`src/rtl/nibble_mul8_pkg.sv`:
```
package nibble_mul8_pkg;

    // Default nibble width; operands are two nibbles wide.
    localparam int unsigned DEF_NIB_W = 4;

    // Index of each cross product inside the sub-product bundle.
    localparam int unsigned XP_LL = 0;   // low(a)  * low(b)
    localparam int unsigned XP_HL = 1;   // high(a) * low(b)
    localparam int unsigned XP_LH = 2;   // low(a)  * high(b)
    localparam int unsigned XP_HH = 3;   // high(a) * high(b)
    localparam int unsigned XP_N  = 4;

    // Number of ones among three single-bit carries (0..3).
    function automatic logic [1:0] ones_of3(input logic x, input logic y, input logic z);
        ones_of3 = {1'b0, x} + {1'b0, y} + {1'b0, z};
    endfunction

endpackage

```
`src/rtl/nib_colmul.sv`:
```
// Nibble-by-nibble multiplier: AND array of partial products, then each
// output column is summed together with the carry count handed over from
// the column to its right.
module nib_colmul #(
    parameter int unsigned W = 4
) (
    input  logic [W-1:0]   x,
    input  logic [W-1:0]   y,
    output logic [2*W-1:0] p
);
    localparam int unsigned PW = 2 * W;

    logic [W-1:0] pp_row [W];

    for (genvar i = 0; i < W; i++) begin : g_row
        assign pp_row[i] = x & {W{y[i]}};
    end

    always_comb begin
        int unsigned col_cnt;
        int unsigned carry_in;
        p        = '0;
        carry_in = 0;
        col_cnt  = 0;
        for (int col = 0; col < int'(PW) - 1; col++) begin
            col_cnt = carry_in;
            for (int i = 0; i < int'(W); i++) begin
                for (int j = 0; j < int'(W); j++) begin
                    if (i + j == col) begin
                        col_cnt = col_cnt + 32'(pp_row[i][j]);
                    end
                end
            end
            p[col]   = col_cnt[0];
            carry_in = col_cnt >> 1;
        end
        p[PW-1] = carry_in[0];
    end

endmodule

```
`src/rtl/csa3.sv`:
```
// One 3:2 carry-save layer; carry bit k has weight 2^(k+1).
module csa3 #(
    parameter int unsigned W = 8
) (
    input  logic [W-1:0] in_x,
    input  logic [W-1:0] in_y,
    input  logic [W-1:0] in_z,
    output logic [W-1:0] sum_o,
    output logic [W-1:0] cry_o
);
    for (genvar k = 0; k < W; k++) begin : g_bit
        assign sum_o[k] = in_x[k] ^ in_y[k] ^ in_z[k];
        assign cry_o[k] = (in_x[k] & in_y[k]) | (in_z[k] & (in_x[k] | in_y[k]));
    end
endmodule

```
`src/rtl/cla_adder.sv`:
```
// Grouped carry-lookahead adder. W must be a multiple of G.
module cla_adder #(
    parameter int unsigned W = 8,
    parameter int unsigned G = 4
) (
    input  logic [W-1:0] a,
    input  logic [W-1:0] b,
    input  logic         cin,
    output logic [W-1:0] s,
    output logic         cout
);
    localparam int unsigned NG = W / G;

    logic [W-1:0]  gen_b;
    logic [W-1:0]  prp_b;
    logic [NG-1:0] grp_g;
    logic [NG-1:0] grp_p;
    logic [NG:0]   grp_c;

    assign gen_b = a & b;
    assign prp_b = a ^ b;

    // Group generate / propagate terms.
    always_comb begin
        for (int k = 0; k < int'(NG); k++) begin
            grp_g[k] = 1'b0;
            grp_p[k] = 1'b1;
            for (int i = 0; i < int'(G); i++) begin
                grp_g[k] = gen_b[k*G+i] | (prp_b[k*G+i] & grp_g[k]);
                grp_p[k] = grp_p[k] & prp_b[k*G+i];
            end
        end
    end

    // Carry into each group, expanded over all lower groups.
    always_comb begin
        logic term;
        grp_c[0] = cin;
        for (int k = 0; k < int'(NG); k++) begin
            grp_c[k+1] = grp_g[k];
            for (int m = k - 1; m >= -1; m--) begin
                term = (m < 0) ? cin : grp_g[m];
                for (int q = m + 1; q <= k; q++) begin
                    term = term & grp_p[q];
                end
                grp_c[k+1] = grp_c[k+1] | term;
            end
        end
    end

    // Bit sums inside each group from the group carry.
    always_comb begin
        logic c;
        s = '0;
        for (int k = 0; k < int'(NG); k++) begin
            c = grp_c[k];
            for (int i = 0; i < int'(G); i++) begin
                s[k*G+i] = prp_b[k*G+i] ^ c;
                c        = gen_b[k*G+i] | (prp_b[k*G+i] & c);
            end
        end
    end

    assign cout = grp_c[NG];

endmodule

```
`src/rtl/nibble_mul8.sv`:
```
module nibble_mul8
    import nibble_mul8_pkg::*;
#(
    parameter int unsigned NIB_W = DEF_NIB_W,
    parameter int unsigned GRP_W = 4
) (
    input  logic [2*NIB_W-1:0] op_a,
    input  logic [2*NIB_W-1:0] op_b,
    output logic [4*NIB_W-1:0] prod
);
    localparam int unsigned SUB_W = 2 * NIB_W;   // sub-product width
    localparam int unsigned MID_W = 2 * NIB_W;   // middle field width

    logic [NIB_W-1:0] xs [XP_N];
    logic [NIB_W-1:0] ys [XP_N];
    logic [XP_N-1:0][SUB_W-1:0] sub_p;

    assign xs[XP_LL] = op_a[NIB_W-1:0];       assign ys[XP_LL] = op_b[NIB_W-1:0];
    assign xs[XP_HL] = op_a[2*NIB_W-1:NIB_W]; assign ys[XP_HL] = op_b[NIB_W-1:0];
    assign xs[XP_LH] = op_a[NIB_W-1:0];       assign ys[XP_LH] = op_b[2*NIB_W-1:NIB_W];
    assign xs[XP_HH] = op_a[2*NIB_W-1:NIB_W]; assign ys[XP_HH] = op_b[2*NIB_W-1:NIB_W];

    for (genvar k = 0; k < XP_N; k++) begin : g_sub
        nib_colmul #(.W(NIB_W)) sub_i (
            .x (xs[k]),
            .y (ys[k]),
            .p (sub_p[k])
        );
    end

    // Middle-weight terms aligned to bit NIB_W of the product.
    logic [MID_W-1:0] term_ll, term_hl, term_lh, term_hh;
    assign term_ll = {{NIB_W{1'b0}}, sub_p[XP_LL][SUB_W-1:NIB_W]};
    assign term_hl = sub_p[XP_HL];
    assign term_lh = sub_p[XP_LH];
    assign term_hh = {sub_p[XP_HH][NIB_W-1:0], {NIB_W{1'b0}}};

    logic [MID_W-1:0] s1, c1, s2, c2;

    csa3 #(.W(MID_W)) csa0_i (
        .in_x (term_ll), .in_y (term_hl), .in_z (term_lh),
        .sum_o (s1), .cry_o (c1)
    );
    csa3 #(.W(MID_W)) csa1_i (
        .in_x (s1), .in_y ({c1[MID_W-2:0], 1'b0}), .in_z (term_hh),
        .sum_o (s2), .cry_o (c2)
    );

    logic [MID_W-1:0] mid_byte;
    logic             mid_cout;

    cla_adder #(.W(MID_W), .G(GRP_W)) mid_add_i (
        .a (s2), .b ({c2[MID_W-2:0], 1'b0}), .cin (1'b0),
        .s (mid_byte), .cout (mid_cout)
    );

    // All carries leaving the middle field go to the top nibble.
    logic [1:0]       ovf_cnt;
    logic [NIB_W-1:0] top_nib;
    logic             top_cout;

    assign ovf_cnt = ones_of3(c1[MID_W-1], c2[MID_W-1], mid_cout);

    cla_adder #(.W(NIB_W), .G(NIB_W)) top_add_i (
        .a (sub_p[XP_HH][SUB_W-1:NIB_W]), .b ({{(NIB_W-2){1'b0}}, ovf_cnt}), .cin (1'b0),
        .s (top_nib), .cout (top_cout)
    );

    assign prod = {top_nib, mid_byte, sub_p[XP_LL][NIB_W-1:0]};

endmodule

```
`config.mk`:
```
export PLATFORM = sky130hd
export DESIGN_NAME = nibble_mul8
export DESIGN_NICKNAME = d
export VERILOG_FILES = /design/src/rtl/nibble_mul8_pkg.sv /design/src/rtl/nib_colmul.sv /design/src/rtl/csa3.sv /design/src/rtl/cla_adder.sv /design/src/rtl/nibble_mul8.sv
export SDC_FILE = /design/constraint.sdc
export NUM_CORES = 1
export LEC_CHECK = 0
export ABC_CLOCK_PERIOD_IN_PS = 27800
export BUFFER_PORTS_ARGS = -buffer_cell sky130_fd_sc_hd__buf_2
export CAP_MARGIN = 10
export CORE_MARGIN = 2
export CORE_UTILIZATION = 36
export DETAILED_ROUTE_END_ITERATION = 7
export PLACE_DENSITY_LB_ADDON = 0.08
export SYNTH_ARGS = -nofsm -noshare
export SYNTH_HDL_FRONTEND = slang
export SYNTH_SLANG_ARGS = --single-unit
```
`constraint.sdc`:
```
create_clock -name vclk -period 27.8
set_input_delay 4.17 -clock vclk [all_inputs]
set_output_delay 4.17 -clock vclk [all_outputs]
set_load 0.02 [all_outputs]
```
After elaboration in Yosys (flattened, before gate mapping):

Cells that the tools add are included.

* register bits: 0
* bits of input ports: 16
* output and inout port bits: 16

* $add $sub $neg: 58
* bitwise logic cells: 119

Operators with widths (count)
* $add A5 B1 Y5: 16
* $and A4 B4 Y4: 16
* $add A4 B1 Y4: 12
* $add A6 B1 Y6: 8
* $and A1 B1 Y1: 38
* $xor A1 B1 Y1: 33
* $or A1 B1 Y1: 28
* $add A3 B1 Y3: 8
* $add A1 B1 Y2: 9
* $add A2 B1 Y2: 5
* $and A8 B8 Y8: 1
* $xor A8 B8 Y8: 1
* $xor A4 B2 Y4: 1
* $and A3 B2 Y3: 1

Longest topological paths before layout:

Gate-level depths: netlist of run 1.

* depth in word-level cells: 37
* mapped depth: 34
* depth with buffers taken out: 34

By module:

Synthesis of run 1 repeated with hierarchy kept, for this count alone.

* cell total of the unflattened synthesis: 216
* area total of the unflattened synthesis: 2163.3 sq um

By module, submodules not included
* nib_colmul: times used 4, cells each 37, area an instance 326.6 sq um, seq. area each 0.0 sq um
* cla_adder at mid_add_i: times used 1, cells each 31, area an instance 327.8 sq um, seq. area each 0.0 sq um
* csa3: times used 2, cells each 8, area an instance 160.2 sq um, seq. area each 0.0 sq um
* cla_adder at top_add_i: times used 1, cells each 19, area an instance 185.2 sq um, seq. area each 0.0 sq um
* nibble_mul8: times used 1, cells each 2, area an instance 23.8 sq um, seq. area each 0.0 sq um

Worst setup path before layout of run 1:

No wires, ideal clock.

* path kind: in2out
* start point: in op_b[1]
* end point: out prod[15]
* arrival time: 12.259 ns
* required time: 23.630 ns
* path slack: 11.371 ns
* stages: 31
* path buffers: 0
* cells stage by stage: and2_1 > ha_1 > ha_1 > fa_1 > ha_1 > fa_1 > fa_1 > fa_1 > inv_1 > fa_1 > inv_1 > ha_1 > fa_1 > inv_1 > fa_1 > inv_1 > fa_1 > inv_1 > fa_1 > inv_1 > ha_1 > ha_1 > fa_1 > a41o_1 > a221oi_2 > fa_1 > inv_1 > ha_1 > fa_1 > ha_1 > xor2_1

* cells in the longest elaborated chain, start to end: 36
* elaborated cells between the ends (all ways): 120
* those cells by class: add/sub: 30; bitwise: 90

RTL lines
* start: declaration: RTL line nibble_mul8.sv:8 `input logic [2*NIB_W-1:0] op_b,`
* $and A4 B4 Y4: RTL line nib_colmul.sv:16 `assign pp_row[i] = x & {W{y[i]}};`
* $add A1 B1 Y2 (2 in series): RTL line nib_colmul.sv:30 `col_cnt = col_cnt + 32'(pp_row[i][j]);`
* $add A6 B1 Y6 (2 in series): RTL line nib_colmul.sv:30
* $add A5 B1 Y5 (4 in series): RTL line nib_colmul.sv:30
* $add A4 B1 Y4 (3 in series): RTL line nib_colmul.sv:30
* $add A3 B1 Y3 (2 in series): RTL line nib_colmul.sv:30
* $add A2 B1 Y2: RTL line nib_colmul.sv:30
* $or A1 B1 Y1: RTL line csa3.sv:13 `assign cry_o[k] = (in_x[k] & in_y[k]) | (in_z[k] & (in_x[k] | in_y[k]));`
* [... 12 more ...]
* $or A1 B1 Y1: RTL line cla_adder.sv:46 `grp_c[k+1] = grp_c[k+1] | term;`
* $add A2 B1 Y2 (*): RTL line nibble_mul8_pkg.sv:15 `ones_of3 = {1'b0, x} + {1'b0, y} + {1'b0, z};`
* $xor A4 B2 Y4 / $and A3 B2 Y3 (equally long branches): RTL line cla_adder.sv:21, cla_adder.sv:20
* $and A1 B1 Y1: RTL line cla_adder.sv:59 `c = gen_b[k*G+i] | (prp_b[k*G+i] & c);`
* $or A1 B1 Y1 (*): RTL line cla_adder.sv:59
* $and A1 B1 Y1 (*): RTL line cla_adder.sv:59
* $or A1 B1 Y1 (*): RTL line cla_adder.sv:59
* $xor A1 B1 Y1 (*): RTL line cla_adder.sv:58 `s[k*G+i] = prp_b[k*G+i] ^ c;`
* end: declaration: RTL line nibble_mul8.sv:9 `output logic [4*NIB_W-1:0] prod`

Every way passes the cells marked *; elsewhere a longest branch is shown, timed or not.

Worst setup path after layout of run 1:

Ends and elaborated chain as after synthesis.

==> results.md, run 1 <==
* DRT Wirelength at 3.66 mm
* Gr usage total at 13.7%
* Overflow after GRT at 0
* I/O pin count at 32
* RSZ-0062 raised after global routing: no
* Clock buffer cells at 0
* DRT iter0 DRCs at 57
* Site Rows at 26
* PwrDens at 64.5 nW/um^2
* Top area cells in the synthesized netlist: fa_1 (49%), ha_1 (20%), inv_1 (12%), and2_1 (9.9%), nand2_1 (7.0%)
* Switching Power at 0.0000850 W
* DIE AREA at 5840 sq um
* Leakage power at 1.25 nW
* Setup ws final at 10.96 ns
* Core ar. at 5070 sq um
* FILL cells at 549
* Slowest CP cell: fa_1
* TNS Setup at 0 ns
* Area Overhead vs Synth at 13.1%
* Critical setup path kind: primary input to output port
* Post-CTS setup buffers at 0
* Worst slew pin tran at 0.304 ns
* VDD IR-drop max at 0.0405 mV
* Avg Cell Area, Syn at 9.21 sq um
* Max-Cap Viols at 0
* Post-Syn Nets at 297
* Setup-failing EPs final at 0
* Nets at 331
* Max stage delay on crit path at 0.53 ns
* Via/cell ratio at 4.32
* Total power draw at 0.000138 W
* DR WL/cell at 11.9 microns
* Post-Syn Area at 1890 sq um
* CP most frequent cell: fa_1
* Syn Inst Count at 205
* Crit end category: output port
* WHS at 8.77 ns
* Post-synthesis sequential area ratio at 0%
* Placed Area at 2140 sq um
* Final GP Congestion at 0.774
* Sw Ratio at 61.7%
* Hold worst-path end: prod[0]
* CP arrival at 12.67 ns
* Largest net degree at the start of global routing at 9
* Distinct cells, synth at 9
* Post-synth top area share at 48.8%
* Antenna-violating nets left at 0
* Hold Vio Cnt, Final at 0
* Fin area at 2140 sq um
* Largest area contributor in the netlist: fa_1
* Die Ht at 76.4 microns
* Outcome: completed
* Layout cells sized above 1 at 14.3%
* CTS hold repair buffers at 0
* Seq pwr share at 0%
* Dpl hpwl at 3.33 mm
* Hold_sp: op_a[0]
* Clock power frac at 0%
* Logic pwr share at 100.0%
* PostCTS Resize Cnt at 0
* Pre-CTS worst setup slack at 10.94 ns
* Min Tclk post-route at 16.84 ns
* Num sequential at 0
* Pins Over Slew Limit at 0
* Crit path launch type: primary input
* Yosys warns at 0
* Cells on Worst Hold Path at 3
* Worst rel slew slack at 79.8%
* Tcrit/Tclk final at 60.6%
* Global-route wire length before repair at 6.62 mm
* CP required at 23.63 ns
* Number of global-route vias before repair at 1403
* Port-buffer cells at 32
* Initial Utilization at 37.2%
* Register area at 0 sq um
* Worst hold path class: primary input to output port
* Ant diodes at 0
* Drt drc at 0
* Initial antenna violation count at 0
* P_int at 0.0000528 W
* Fmax at 59.4 MHz
* Worst Path Max Fanout at 8
* Vias at 1326
* 1st-pass router iterations at 4
* Die width at 76.4 microns
-- placed cells by master (no fill, tap or decap) --
cell       n
a41o_1     1
buf_2     32
a21o_2     1
ha_1      30
xor2_1     2
and2_1    30
a221oi_2   1
fa_1      46
nand2_1   35
inv_1     59
-- through the flow --
step	std cells	util (%)
after detailed placement	307	42.1
after floorplan	205	-
after global routing	307	42.1
after CTS	307	42.1
final	307	42.1
after global placement	307	42.1
-- how the worst max path moves through the flow --
stage	cells after the start	startpoint	to
2_1_floorplan	31	op_b[1]	prod[15]
3_3_place_gp	33	op_b[1]	prod[15]
3_5_place_dp	33	op_b[1]	prod[15]
4_1_cts	33	op_b[1]	prod[15]
5_1_grt	33	op_b[1]	prod[15]
6_report	33	op_b[1]	prod[15]
-- cell usage after synthesis (all sizes together) --
cell and number:
a21o 1, a221oi 1, a41o 1, and2 30, fa 46, ha 30, inv 59, nand2 35
xor2 2
-- kinds of logic (layout without fill, tap and decap cells) --
logic type / Yosys count / in the layout / synth area share [%]
fa+ha+maj: 76 / 76 / 68.7
buf+inv: 59 / 91 / 11.7
simple gates: 65 / 65 / 16.9
compound gates: 3 / 3 / 1.79
xor+xnor: 2 / 2 / 0.928
-- final cells by class --
cell class                      instances  area, sq um  area share [%]
Inverter                               59          221            10.4
Multi-Input combinational cell        146         1670            78.0
Tap cell                               70         87.6            4.10
Timing Repair Buffer                   32          160            7.50
-- metal layers --
layer / global-route usage [%] / up-vias / part of all wire (%)
met3: 0.118 / 0 / 1.4
met1: 21.1 / 652 / 51
met5: 0 / - / 0
li1: - / 658 / -
met4: 0 / 0 / 0
met2: 23.3 / 16 / 48
-- critical path, delay by kind of cell --
kind            cells  cell delay (ns)
buf+inv             9             0.75
xor+xnor            1             0.14
fa+ha+maj          20             6.85
compound gates      2             0.62
simple gates        1             0.17
-- power groups by stage --
stage          combinational (W)  clock [W]  sequential, W
4_1_cts                 0.000143          0              0
3_3_place_gp            0.000141          0              0
2_1_floorplan           0.000112          0              0
6_report                0.000138          0              0
5_1_grt                 0.000158          0              0
3_5_place_dp            0.000142          0              0
Note: power is estimated with default switching activity, not from simulation.
==> run 2, diff against run 1 <==
--- a/config.mk
+++ b/config.mk
@@ -5,7 +5,7 @@
 export SDC_FILE = /design/constraint.sdc
 export NUM_CORES = 1
 export LEC_CHECK = 0
-export ABC_CLOCK_PERIOD_IN_PS = 27800
+export ABC_CLOCK_PERIOD_IN_PS = 17300
 export BUFFER_PORTS_ARGS = -buffer_cell sky130_fd_sc_hd__buf_2
 export CAP_MARGIN = 10
 export CORE_MARGIN = 2
==> constraint.sdc (replaced) <==
create_clock -name vclk -period 17.3
set_input_delay 2.595 -clock vclk [all_inputs]
set_output_delay 2.595 -clock vclk [all_outputs]
set_load 0.02 [all_outputs]
==> run 2 against run 1 <==
  * Wire length down 2.8%
  * Critical path depth unchanged
  * Design area stayed put
  * Setup slack got worse by 7.4 ns
  * Die area unchanged
  * Combinational power increased by 59%
  * Count of clock-buffer cells in the layout did not move
  * Power is 59% higher
  * First-iteration DRC count fell by 49%
  * Sequential share of layout area did not move
  * Largest power group unchanged
  * Highest routed layer unchanged
==> results.md, run 2 (synthesis results as in run 1) <==
* Final GP Congestion at 0.757
* Die width at 76.4 microns
* FILL cells at 529
* TNS Setup at 0 ns
* Ant diodes at 0
* Overflow after GRT at 0
* Largest net degree at the start of global routing at 9
* PwrDens at 103 nW/um^2
* Hold_sp: op_a[0]
* Num sequential at 0
* Number of global-route vias before repair at 1290
* Tcrit/Tclk final at 79.2%
* Area Overhead vs Synth at 13.1%
* Hold Vio Cnt, Final at 0
* Max-Cap Viols at 0
* Outcome: completed
* Switching Power at 0.000135 W
* Fin area at 2140 sq um
* VDD IR-drop max at 0.0883 mV
* Vias at 1299
* Worst Path Max Fanout at 8
* DRT iter0 DRCs at 29
* Core ar. at 5070 sq um
* I/O pin count at 32
* Port-buffer cells at 32
* Crit path launch type: primary input
* Worst rel slew slack at 80.2%
* Gr usage total at 13.2%
* Slowest CP cell: fa_1
* CP required at 14.70 ns
* Logic pwr share at 100.0%
* Max stage delay on crit path at 0.52 ns
* Area of the multi-input gates at 1670 sq um
* DIE AREA at 5840 sq um
* Leakage power at 1.25 nW
* Drt drc at 0
* CTS hold repair buffers at 0
* Initial Utilization at 37.2%
* Setup-failing EPs final at 0
* Pins Over Slew Limit at 0
* Worst hold path class: primary input to output port
* Global-route wire length before repair at 6.38 mm
* Nets at 331
* Clock power frac at 0%
* Dpl hpwl at 3.19 mm
* Fmax at 73.0 MHz
* DR WL/cell at 11.6 microns
* Commonest non-fill, non-tap cell in the layout: inv_1
* Antenna-violating nets left at 0
* RSZ-0062 raised after global routing: no
* CP most frequent cell: fa_1
* P_int at 0.0000840 W
* Critical setup path kind: primary input to output port
* Min Tclk post-route at 13.70 ns
* Register area at 0 sq um
* Hold worst-path end: prod[0]
* Placed Area at 2140 sq um
* Post-CTS setup buffers at 0
* Via/cell ratio at 4.23
* CP arrival at 11.10 ns
* Initial antenna violation count at 0
* Sw Ratio at 61.7%
* Seq pwr share at 0%
* Crit end category: output port
* DRT Wirelength at 3.56 mm
* Layout cells sized above 1 at 14.3%
* Clock buffer cells at 0
* Site Rows at 26
* WHS at 5.63 ns
* PostCTS Resize Cnt at 0
* Most frequent cells in the layout: inv_1 (59), fa_1 (46), nand2_1 (35)
* Worst slew pin tran at 0.297 ns
* Cells on Worst Hold Path at 3
* Die Ht at 76.4 microns
* 1st-pass router iterations at 4
==> run 2: layer usage <==
metal	share of wire [%]	vias to the layer above	track usage, %
li1	-	659	-
met1	52	626	21.4
met2	47	14	21.2
met3	1.2	0	0.118
met4	0	0	0
met5	0	-	0
==> run 2: worst max-delay path by stage <==
| stage | start | end | slack, ns | depth (start not counted) |
|---|---|---|---|---|
| 2_1_floorplan | op_b[1] | prod[15] | 4.02 | 31 |
| 3_3_place_gp | op_b[1] | prod[15] | 3.58 | 33 |
| 3_5_place_dp | op_b[1] | prod[15] | 3.57 | 33 |
| 4_1_cts | op_b[1] | prod[15] | 3.52 | 33 |
| 5_1_grt | op_b[1] | prod[15] | 3.24 | 33 |
| 6_report | op_b[1] | prod[15] | 3.60 | 33 |
==> run 2: metrics by stage <==
| step | total power [W] | worst slack [ns] | instances | util (%) |
|---|---|---|---|---|
| 5_1_grt | 0.000255 | 3.24 | 307 | 42.1 |
| 3_3_place_gp | 0.000227 | 3.58 | 307 | 42.1 |
| 4_1_cts | 0.000227 | 3.52 | 307 | 42.1 |
| 6_report | 0.000219 | 3.60 | 307 | 42.1 |
| 3_5_place_dp | 0.000225 | 3.57 | 307 | 42.1 |
| 2_1_floorplan | 0.000180 | 4.02 | 205 | - |
==> run 2: final cells by class <==
class	count	area share [%]
inverters	59	10.4
well taps	70	4.10
multi-input cells	146	78.0
repair buffers	32	7.50
==> run 2: critical path, delay by kind of cell <==
family / cells / cell delay (ns)
AO/OA/AOI/OAI: 2 / 0.62
adder cells (fa/ha/maj): 20 / 6.82
buffers and inverters: 9 / 0.75
XOR/XNOR: 1 / 0.15
AND/OR/NAND/NOR: 1 / 0.17
==> run 2: power by group through the flow <==
stage / clock [W] / combinational (W) / sequential (W)
3_3_place_gp: 0 / 0.000227 / 0
3_5_place_dp: 0 / 0.000225 / 0
4_1_cts: 0 / 0.000227 / 0
5_1_grt: 0 / 0.000255 / 0
2_1_floorplan: 0 / 0.000180 / 0
6_report: 0 / 0.000219 / 0
